`src/rtl/nco_pkg.sv`:
```
// Shared constants for the subcarrier oscillator: standard codes, the
// built-in control words at a 13.5 MHz pixel rate, register addresses
// and reset values. Assumes 32-bit control words.
package nco_pkg;

    typedef enum logic [2:0] {
        STD_NTSC  = 3'd0,
        STD_PAL   = 3'd1,
        STD_PAL_M = 3'd2,
        STD_PAL_N = 3'd3,
        STD_SECAM = 3'd4
    } tv_std_e;

    localparam logic [31:0] FCW_NTSC  = 32'h21F0_7C1F;
    localparam logic [31:0] FCW_PAL   = 32'h2A09_8ACB;
    localparam logic [31:0] FCW_PAL_M = 32'h21E6_EFE3;
    localparam logic [31:0] FCW_PAL_N = 32'h21F6_9446;
    localparam logic [31:0] PROG_RST  = 32'h29C7_1C72;
    localparam logic [31:0] ALT_RST   = 32'h284B_DA13;

    localparam logic [2:0] A_PROG_HI = 3'd0;
    localparam logic [2:0] A_PROG_LO = 3'd1;
    localparam logic [2:0] A_PHASE   = 3'd2;
    localparam logic [2:0] A_ALT_HI  = 3'd3;
    localparam logic [2:0] A_ALT_LO  = 3'd4;
    localparam logic [2:0] A_CTRL    = 3'd5;

    // Built-in word for a standard code; unknown codes fall back to NTSC.
    function automatic logic [31:0] std_default_fcw(input logic [2:0] code);
        case (code)
            STD_PAL:   return FCW_PAL;
            STD_PAL_M: return FCW_PAL_M;
            STD_PAL_N: return FCW_PAL_N;
            default:   return FCW_NTSC;
        endcase
    endfunction

    // Address of half-word slot i: 0 prog low, 1 prog high, 2 alt low, 3 alt high.
    function automatic logic [2:0] half_addr(input int i);
        case (i)
            0:       return A_PROG_LO;
            1:       return A_PROG_HI;
            2:       return A_ALT_LO;
            default: return A_ALT_HI;
        endcase
    endfunction

endpackage

```
`src/rtl/nco_cfg_regs.sv`:
```
// Configuration store: the programmed and alternate SECAM words as 16-bit
// halves, the start phase and the custom-enable bit. Writes land on the
// clock edge that samples wr_en. Assumes PHASE_W <= FCW_W/2.
module nco_cfg_regs
    import nco_pkg::*;
#(
    parameter int FCW_W   = 32,
    parameter int PHASE_W = 8
) (
    input  logic                 clk,
    input  logic                 rst_n,
    input  logic                 wr_en,
    input  logic [2:0]           wr_addr,
    input  logic [FCW_W/2-1:0]   wr_data,
    output logic [FCW_W-1:0]     prog_word,
    output logic [FCW_W-1:0]     alt_word,
    output logic [PHASE_W-1:0]   start_phase,
    output logic                 custom_en
);
    localparam int HALF_W = FCW_W / 2;
    localparam logic [2*FCW_W-1:0] RST_PAIR = {FCW_W'(ALT_RST), FCW_W'(PROG_RST)};

    logic [HALF_W-1:0] half_w [4];

    for (genvar g = 0; g < 4; g++) begin : g_half
        localparam logic [2:0] MY_ADDR = half_addr(g);
        logic [HALF_W-1:0] q;
        // Hold one half-word slot, loaded when its address is written.
        always_ff @(posedge clk) begin
            if (!rst_n)
                q <= RST_PAIR[g*HALF_W +: HALF_W];
            else if (wr_en && wr_addr == MY_ADDR)
                q <= wr_data;
        end
        assign half_w[g] = q;
    end

    // Start phase and custom-enable registers.
    always_ff @(posedge clk) begin
        if (!rst_n) begin
            start_phase <= '0;
            custom_en   <= 1'b0;
        end else if (wr_en) begin
            if (wr_addr == A_PHASE) start_phase <= wr_data[PHASE_W-1:0];
            if (wr_addr == A_CTRL)  custom_en   <= wr_data[0];
        end
    end

    assign prog_word = {half_w[1], half_w[0]};
    assign alt_word  = {half_w[3], half_w[2]};

    p_prog_hi_r2: assert property (@(posedge clk) disable iff (!rst_n)
        (wr_en && wr_addr == A_PROG_HI) |=> prog_word[FCW_W-1:HALF_W] == $past(wr_data));
    p_prog_lo_r2: assert property (@(posedge clk) disable iff (!rst_n)
        (wr_en && wr_addr == A_PROG_LO) |=> prog_word[HALF_W-1:0] == $past(wr_data));
    p_alt_lo_r11: assert property (@(posedge clk) disable iff (!rst_n)
        (wr_en && wr_addr == A_ALT_LO) |=> alt_word[HALF_W-1:0] == $past(wr_data));
    p_phase_r11: assert property (@(posedge clk) disable iff (!rst_n)
        (wr_en && wr_addr == A_PHASE) |=> start_phase == $past(wr_data[PHASE_W-1:0]));
endmodule

```
`src/rtl/nco_fcw_select.sv`:
```
// Picks the active control word from the standard code, custom-enable bit
// and, in SECAM, the line-alternating select flop kept here.
// Assumes line_start is a single-clock pulse.
module nco_fcw_select
    import nco_pkg::*;
#(
    parameter int FCW_W = 32
) (
    input  logic             clk,
    input  logic             rst_n,
    input  logic [2:0]       std_sel,
    input  logic             line_start,
    input  logic             custom_en,
    input  logic [FCW_W-1:0] prog_word,
    input  logic [FCW_W-1:0] alt_word,
    output logic [FCW_W-1:0] fcw,
    output logic             db_sel
);
    tv_std_e std;
    logic    is_secam;

    assign std      = tv_std_e'(std_sel);
    assign is_secam = (std == STD_SECAM);

    // Alternate the SECAM centre word per line; idle at 0 elsewhere.
    always_ff @(posedge clk) begin
        if (!rst_n)
            db_sel <= 1'b0;
        else if (!is_secam)
            db_sel <= 1'b0;
        else if (line_start)
            db_sel <= ~db_sel;
    end

    // Select the word the accumulator steps by.
    always_comb begin
        if (is_secam)
            fcw = db_sel ? alt_word : prog_word;
        else if (custom_en)
            fcw = prog_word;
        else
            fcw = FCW_W'(std_default_fcw(std_sel));
    end

    p_toggle_r8: assert property (@(posedge clk) disable iff (!rst_n)
        (is_secam && line_start) |=> db_sel != $past(db_sel));
    p_clear_r9: assert property (@(posedge clk) disable iff (!rst_n)
        !is_secam |=> !db_sel);
endmodule

```
`src/rtl/nco_phase_acc.sv`:
```
// Phase accumulator: adds twice the control word per pixel enable (so that
// 2^31 equals the pixel rate), reloads the start phase at line start, and
// presents the top bits as a sine index. Assumes ACC_W >= PHASE_W, IDX_W.
module nco_phase_acc #(
    parameter int FCW_W   = 32,
    parameter int ACC_W   = 32,
    parameter int PHASE_W = 8,
    parameter int IDX_W   = 10
) (
    input  logic               clk,
    input  logic               rst_n,
    input  logic               pix_en,
    input  logic               line_start,
    input  logic [FCW_W-1:0]   fcw,
    input  logic [PHASE_W-1:0] start_phase,
    output logic [ACC_W-1:0]   acc_q,
    output logic [IDX_W-1:0]   idx
);
    localparam int LOW_W = ACC_W - PHASE_W;

    logic [ACC_W-1:0] step;
    assign step = ACC_W'({fcw, 1'b0});

    // Reload on line start, otherwise step on the pixel enable.
    always_ff @(posedge clk) begin
        if (!rst_n)
            acc_q <= '0;
        else if (line_start)
            acc_q <= {start_phase, {LOW_W{1'b0}}};
        else if (pix_en)
            acc_q <= acc_q + step;
    end

    assign idx = acc_q[ACC_W-1 -: IDX_W];

    p_step_r4: assert property (@(posedge clk) disable iff (!rst_n)
        (pix_en && !line_start) |=> (acc_q - $past(acc_q)) == ACC_W'({$past(fcw), 1'b0}));
    p_load_r5: assert property (@(posedge clk) disable iff (!rst_n)
        line_start |=> (acc_q[ACC_W-1 -: PHASE_W] == $past(start_phase)) && (acc_q[LOW_W-1:0] == '0));
    p_hold_r6: assert property (@(posedge clk) disable iff (!rst_n)
        (!pix_en && !line_start) |=> $stable(acc_q));
endmodule

```
`src/rtl/subcarrier_nco.sv`:
```
// Top of the colour subcarrier oscillator: configuration store, word
// selection and phase accumulator. Assumes pix_en and line_start come
// from the same core clock domain.
module subcarrier_nco #(
    parameter int FCW_W   = 32,
    parameter int ACC_W   = 32,
    parameter int PHASE_W = 8,
    parameter int IDX_W   = 10
) (
    input  logic               clk,
    input  logic               rst_n,
    input  logic               pix_en,
    input  logic               line_start,
    input  logic [2:0]         std_sel,
    input  logic               wr_en,
    input  logic [2:0]         wr_addr,
    input  logic [FCW_W/2-1:0] wr_data,
    output logic [ACC_W-1:0]   phase_out,
    output logic [IDX_W-1:0]   sine_idx,
    output logic               db_sel
);
    logic [FCW_W-1:0]   prog_word;
    logic [FCW_W-1:0]   alt_word;
    logic [FCW_W-1:0]   fcw;
    logic [PHASE_W-1:0] start_phase;
    logic               custom_en;

    nco_cfg_regs #(.FCW_W(FCW_W), .PHASE_W(PHASE_W)) u_regs (
        .clk(clk), .rst_n(rst_n), .wr_en(wr_en), .wr_addr(wr_addr),
        .wr_data(wr_data), .prog_word(prog_word), .alt_word(alt_word),
        .start_phase(start_phase), .custom_en(custom_en)
    );

    nco_fcw_select #(.FCW_W(FCW_W)) u_sel (
        .clk(clk), .rst_n(rst_n), .std_sel(std_sel), .line_start(line_start),
        .custom_en(custom_en), .prog_word(prog_word), .alt_word(alt_word),
        .fcw(fcw), .db_sel(db_sel)
    );

    nco_phase_acc #(.FCW_W(FCW_W), .ACC_W(ACC_W), .PHASE_W(PHASE_W), .IDX_W(IDX_W)) u_acc (
        .clk(clk), .rst_n(rst_n), .pix_en(pix_en), .line_start(line_start),
        .fcw(fcw), .start_phase(start_phase), .acc_q(phase_out), .idx(sine_idx)
    );
endmodule

```
`config.mk`:
```
export PLATFORM = sky130hd
export DESIGN_NAME = subcarrier_nco
export DESIGN_NICKNAME = d
export VERILOG_FILES = /design/src/rtl/nco_pkg.sv /design/src/rtl/nco_cfg_regs.sv /design/src/rtl/nco_fcw_select.sv /design/src/rtl/nco_phase_acc.sv /design/src/rtl/subcarrier_nco.sv
export SDC_FILE = /design/constraint.sdc
export NUM_CORES = 1
export LEC_CHECK = 0
export BUFFER_PORTS_ARGS = -buffer_cell sky130_fd_sc_hd__buf_4
export CAP_MARGIN = 20
export CORE_MARGIN = 3
export CORE_UTILIZATION = 48
export CTS_CLUSTER_SIZE = 25
export DETAILED_ROUTE_END_ITERATION = 10
export GPL_TIMING_DRIVEN = 0
export PLACE_DENSITY = 0.75
export SLEW_MARGIN = 25
export SYNTH_ARGS = -nofsm -noshare
export SYNTH_HDL_FRONTEND = slang
export SYNTH_SLANG_ARGS = --single-unit
```
`constraint.sdc`:
```
create_clock -name clk -period 6.56 [get_ports clk]
set_clock_uncertainty 0.2 [all_clocks]
set_input_delay 0.984 -clock clk [delete_from_list [all_inputs] [get_ports clk]]
set_output_delay 0.984 -clock clk [all_outputs]
set_load 0.01 [all_outputs]
```
==> results.json, run 1 <==
{
  "synth.area.mux_share_pct": 3.20,
  "diodes": 0,
  "drc_errors": 0,
  "synthCells": 791,
  "ctsRootBufferMaster": "clkbuf_16",
  "grt_pass1_wl_um": 28900,
  "cts_tree": "built",
  "synthAdderAreaFrac_pct": 6.32,
  "setup_viol": 0,
  "timing.slew.headroom_pct": 42.8,
  "yosys.area_share.xor_xnor_pct": 3.08,
  "ys_seq_elements": 103,
  "min-delay-start": "u_regs.g_half[3].q[14]",
  "r2r_setup_slack_ns": 2.30,
  "synth_top_family_by_area": "simple AND/OR/NAND/NOR gates",
  "syn-num-nets": 849,
  "cts_buffer_depth": 2,
  "worstMarginPinSlew_ns": 0.852,
  "start_util_pct": 49.4,
  "die_h_um": 120,
  "dpl.hpwl_um": 13800,
  "die-area_um2": 14400,
  "critPathLaunch": "std_sel[1]",
  "timing_worst_setup_path_type": "input port to flip-flop",
  "synth_area_per_cell_um2": 7.91,
  "required_ns": 6.59,
  "min_period_ns": 4.95,
  "r2r_cells": 12,
  "seq_area_frac_synth_pct": 33.0,
  "whs_ns": 0.267,
  "first_pass_iters": 5,
  "ios": 70,
  "wl_per_cell_um": 17.4,
  "yosys_warnings": 0,
  "drive_above_1_share_pct": 14.9,
  "fin_crit_sh_pct": 75.5,
  "ant_nets": 0,
  "syn_to_final_growth_pct": 15.9,
  "hold_viol_final": 0,
  "synthesis.area_um2": 6250,
  "nNetsFinal": 925,
  "worstSetupEndpointType": "flip-flop",
  "synth-edff-count": 0,
  "cts_num_sinks": 103,
  "place.gp.congestion": 0.985,
  "vdd_drop_max_uv": 204,
  "fp-row-count": 41,
  "cts_buffers": 9,
  "r2r_start": "u_regs.custom_en",
  "tns_ns": 0,
  "final_cell_mix": "nand2_1 (187), dfxtp_1 (103), buf_4 (79), nand3_1 (49), nor2_1 (45)",
  "drt_iter0_markers": 536,
  "fin_util_pct": 57.2,
  "cts.clk_slew.worst_paths_ns": 0.07,
  "grt_max_degree": 19,
  "first_global_vias": 5351,
  "track_usage_pct": 25.7,
  "ys_async_sr_fraction_pct": 0,
  "crit_end": "u_acc.acc_q[31]",
  "crit_fanout": 8,
  "clock.fmax_ghz": 0.202,
  "synth_compound_area_share_pct": 23.5,
  "via_per_inst": 5.75,
  "clock_latency_ns": 0.35,
  "rsz0062_at_grt": "false",
  "timing.rr.end": "u_acc.acc_q[31]",
  "maxCapViolCount": 0,
  "postCtsHoldBufs": 0,
  "post_cts_buffers": 0,
  "synth-simple-area-share_pct": 25.1,
  "p_leak_nw": 3.16,
  "htree_levels": 3,
  "cts_resized": 0,
  "worst_slack_ns": 1.61,
  "synth_flop_cell": "dfxtp_1",
  "grt.overflow.total": 0,
  "netlist-cell-type-count": 70,
  "status": "finished, final reports clean",
  "dp_slack_ns": 1.34,
  "crit_arrival_ns": 4.98,
  "num_vias": 6004,
  "finalPower_mw": 1.56,
  "port-buffer-count": 65,
  "powerDensity_nw_per_um2": 215,
  "worstSetupStartpointType": "input port",
  "routed_wl_um": 18200,
  "drv_slew": 0,
  "layout_commonest_cell": "nand2_1",
  "hold_class": "flip-flop to flip-flop",
  "core_um2": 12700,
  "die_w_um": 120,
  "antenna_found_initial": 0
}
-- sequential cells by signal, summed over array words and instances, names as in the netlist --
register and flops:
u_regs.start_phase 8, u_sel.db_sel 1, u_regs.g_half.q 62, u_regs.custom_en 1, u_acc.acc_q 31
-- worst min-delay path by stage --
stage	depth (start not counted)	to	slack, ns
floorplan	2	u_regs.start_phase[7]	0.24
global placement	2	u_regs.g_half[2].q[14]	0.25
detailed placement	2	u_regs.g_half[1].q[2]	0.26
CTS	2	u_regs.g_half[3].q[14]	0.27
global route	2	u_regs.g_half[3].q[14]	0.29
finish	2	u_regs.g_half[3].q[14]	0.27
-- area by class of cell --
class                           instances  area (um^2)
Timing Repair Buffer                   65          488
Fill cell                            1209         5420
Multi-Input combinational cell        622         3830
Inverter                                6         22.5
Clock inverter                          6         51.3
Clock buffer                           10          239
Sequential cell                       103         2060
Buffer                                 60          339
Tap cell                              172          215
-- per-layer routing --
metal	up-vias	global-route usage (%)	share of wire [%]
met5	-	0	0
met4	0	8.80	2.2
met3	30	5.00	8.4
met2	249	39.0	44
met1	2771	36.4	45
li1	2954	-	-
-- kinds of logic (layout without fill, tap and decap cells) --
kind of cell    Yosys count  after routing
simple gates            348            348
compound gates          200            200
flops                   103            103
buf+inv                  66            147
fa+ha+maj                31             31
xor+xnor                 22             22
mux                      20             20
other cells               1              1
-- cells in the mapped netlist (6+ instances only) --
cell type	n	area, um^2
xor2_1	13	114
nor3_1	7	35.0
o221a_2	7	78.8
clkbuf_1	33	124
nand3_1	49	245
a21boi_0	42	315
o21ai_0	27	135
a21oi_1	39	195
inv_1	6	22.5
a221o_1	15	150
nand4_1	9	56.3
nor2b_1	6	37.5
nand2_1	187	702
and2_1	6	37.5
dfxtp_1	103	2060
a21o_1	15	113
mux2i_1	20	200
nand3b_1	7	52.6
nor2_1	45	169
buf_4	14	105
a22o_1	8	70.1
xnor2_1	9	78.8
ha_1	30	375
nand2b_1	7	43.8
-- critical path, cell delays in order --
cell and delay [ns]:
buf_2 0.16, nor2_1 0.22, and2_1 0.15, clkbuf_1 0.22, nor2_1 0.11, nor2_1 0.60, a221o_1 0.35, ha_1 0.33
and4_4 0.23, a221o_2 0.39, a211oi_2 0.42, o21bai_2 0.19, a32oi_2 0.35, or4_1 0.18, o211ai_2 0.08
-- report_power, final --
part	internal, mW	leakage (nW)	switching [mW]
registers	0.649	0.838	0.0200
logic	0.151	2.18	0.205
clock network	0.275	0.146	0.256
total	1.07	3.16	0.481
-- stage by stage --
stage / cells / cell area (um^2)
final: 1044 / 7250
after global routing: 1044 / 7250
after CTS: 1044 / 7250
after detailed placement: 1028 / 6960
after global placement: 1028 / 6960
after floorplan: 791 / 6250
Note: power is estimated with default switching activity, not from simulation.
==> run 2, diff against run 1 <==
--- a/config.mk
+++ b/config.mk
@@ -12,7 +12,7 @@
 export CTS_CLUSTER_SIZE = 25
 export DETAILED_ROUTE_END_ITERATION = 10
 export GPL_TIMING_DRIVEN = 0
-export PLACE_DENSITY = 0.75
+export PLACE_DENSITY = 0.78
 export SLEW_MARGIN = 25
 export SYNTH_ARGS = -nofsm -noshare
 export SYNTH_HDL_FRONTEND = slang
==> constraint.sdc (replaced) <==
create_clock -name clk -period 4.3 [get_ports clk]
set_clock_uncertainty 0.2 [all_clocks]
set_input_delay 0.645 -clock clk [delete_from_list [all_inputs] [get_ports clk]]
set_output_delay 0.645 -clock clk [all_outputs]
set_load 0.01 [all_outputs]
==> results.json, run 2 (synthesized netlist as in run 1, its figures left out) <==
{
  "status": "finished, final reports clean",
  "p_switching_mw": 0.724,
  "required_ns": 4.32,
  "nNetsFinal": 924,
  "drive_above_1_share_pct": 15.6,
  "port-buffer-count": 65,
  "min_period_ns": 4.14,
  "worstSetupStartpointType": "input port",
  "tns_ns": 0,
  "syn_to_final_growth_pct": 17.0,
  "setup_viol": 0,
  "worstMarginPinSlew_ns": 0.703,
  "worstSetupEndpointType": "flip-flop",
  "via_per_inst": 5.73,
  "regMostFlops": "u_regs.g_half.q",
  "num_vias": 5973,
  "drv_slew": 0,
  "fp-row-count": 41,
  "cts_buffers": 9,
  "multi_input_area_um2": 3870,
  "slowest_stage": "a221o_1",
  "hold_viol_final": 0,
  "hold_class": "flip-flop to flip-flop",
  "core_um2": 12700,
  "slowest_delay_ns": 0.45,
  "die_h_um": 120,
  "worstPathCellList": "buf_4, clkbuf_1, and3_1, clkbuf_2, a221o_1, ha_1, buf_4, and4_4, a221o_2, a211oi_4, o21bai_2, a32oi_2, or4_1, o211ai_2",
  "cpMostUsedCell": "buf_4",
  "maxCapViolCount": 0,
  "start_util_pct": 49.4,
  "first_global_vias": 5337,
  "sw_frac_of_total_pct": 29.4,
  "diodes": 0,
  "fin_crit_sh_pct": 96.3,
  "cts.clk_slew.worst_paths_ns": 0.07,
  "pwr-share-clk_pct": 36.3,
  "top_regs": "u_regs.g_half.q x62, u_acc.acc_q x31, u_regs.start_phase x8",
  "wl_per_cell_um": 17.2,
  "register_area_um2": 2060,
  "rsz0062_at_grt": "false",
  "ant_nets": 0,
  "p_int_mw": 1.74,
  "routed_wl_um": 17900,
  "first_pass_iters": 5,
  "place.gp.congestion": 0.970,
  "drc_errors": 0,
  "die_w_um": 120,
  "ctsRootBufferMaster": "clkbuf_16",
  "largest_register_ffs": 62,
  "htree_levels": 3,
  "clock.fmax_ghz": 0.241,
  "antenna_found_initial": 0,
  "grt_pass1_wl_um": 28200,
  "layout_commonest_cell": "nand2_1",
  "clock_latency_ns": 0.36,
  "dpl.hpwl_um": 13600,
  "dp.cells": 1028,
  "finalNonFillerCells": 1043,
  "track_usage_pct": 25.0,
  "timing_worst_setup_path_type": "input port to flip-flop",
  "grt_max_degree": 18,
  "fill_cells": 1209,
  "powerDensity_nw_per_um2": 336,
  "p_leak_nw": 3.20,
  "cts_num_sinks": 103,
  "ios": 70,
  "vdd_drop_max_uv": 309,
  "cts_tree": "built",
  "final_cell_mix": "nand2_1 (187), dfxtp_1 (103), buf_4 (79), nand3_1 (49), nor2_1 (43)",
  "die-area_um2": 14400,
  "grt.overflow.total": 0,
  "power_frac_comb_pct": 22.2,
  "cts_buffer_depth": 2,
  "crit_fanout": 10,
  "crit_arrival_ns": 4.16,
  "p_seq_share_pct": 41.5,
  "timing.slew.headroom_pct": 52.8,
  "drt_iter0_markers": 513
}
[run 2: cell count changes in the layout (fill, tap and decap cells not counted), sizes merged]
cell and change:
inv -2, bufinv +2, clkinv -1, clkbuf -1, clkinvlp +1
[run 2: final timing paths]
| check | startpoint | to | slack [ns] | cells after the start |
|---|---|---|---|---|
| hold reg to reg | u_regs.g_half[3].q[9] | u_regs.g_half[3].q[9] | 0.27 | 2 |
| setup / recovery | std_sel[2] | u_acc.acc_q[31] | 0.16 | 14 |
| setup reg to reg | u_regs.custom_en | u_acc.acc_q[31] | 0.30 | 13 |
| hold / removal | u_regs.g_half[3].q[9] | u_regs.g_half[3].q[9] | 0.27 | 2 |
[run 2: what timing repair did]
action,in CTS,in global routing
setup endpoints to repair,7,16
hold buffers,0,0
setup buffers,0,0
gates resized for setup,1,12
[run 2: critical path, delay by kind of cell]
family,cells,cell delay (ns)
fa+ha+maj,1,0.30
simple gates,3,0.64
compound gates,6,1.84
buf+inv,4,0.73
[run 2: final cells by class]
cell class                 instances  area share (%)
multi-input combinational        622            52.9
sequential                       103            28.2
timing repair buffer              65            6.67
buffer                            59            4.63
clock buffer                      10            3.13
tap                              172            2.94
clock inverter                     6            1.27
inverter                           6           0.308
[run 2: routing by layer]
metal | vias up | wire length, um | GRT usage (%)
met5 | - | 0 | 0
li1 | 2935 | - | -
met3 | 26 | 1310 | 6.31
met2 | 219 | 8260 | 39.6
met1 | 2793 | 8010 | 33.6
met4 | 0 | 353 | 7.52
[run 2: power by group through the flow]
| stage | registers [mW] | logic [mW] | clock network (mW) |
|---|---|---|---|
| final | 1.02 | 0.547 | 0.893 |
| after global placement | 1.04 | 0.526 | 0 |
| after floorplan | 1.04 | 0.364 | 0 |
| after detailed placement | 1.04 | 0.534 | 0 |
| after global routing | 1.02 | 0.601 | 0.948 |
| after CTS | 1.02 | 0.537 | 0.906 |
[run 2: metrics by stage]
| stage | worst slack (ns) | total power, mW | instance area (um^2) | util [%] | hold slack [ns] |
|---|---|---|---|---|---|
| after floorplan | 0.327 | 1.41 | 6250 | - | 0.238 |
| final | 0.158 | 2.46 | 7320 | 57.7 | 0.268 |
| after CTS | 0.00115 | 2.46 | 7280 | 57.5 | 0.268 |
| after global placement | -0.529 | 1.57 | 6960 | 54.9 | 0.250 |
| after detailed placement | -0.557 | 1.58 | 6960 | 54.9 | 0.258 |
| after global routing | 0.00497 | 2.57 | 7320 | 57.7 | 0.289 |
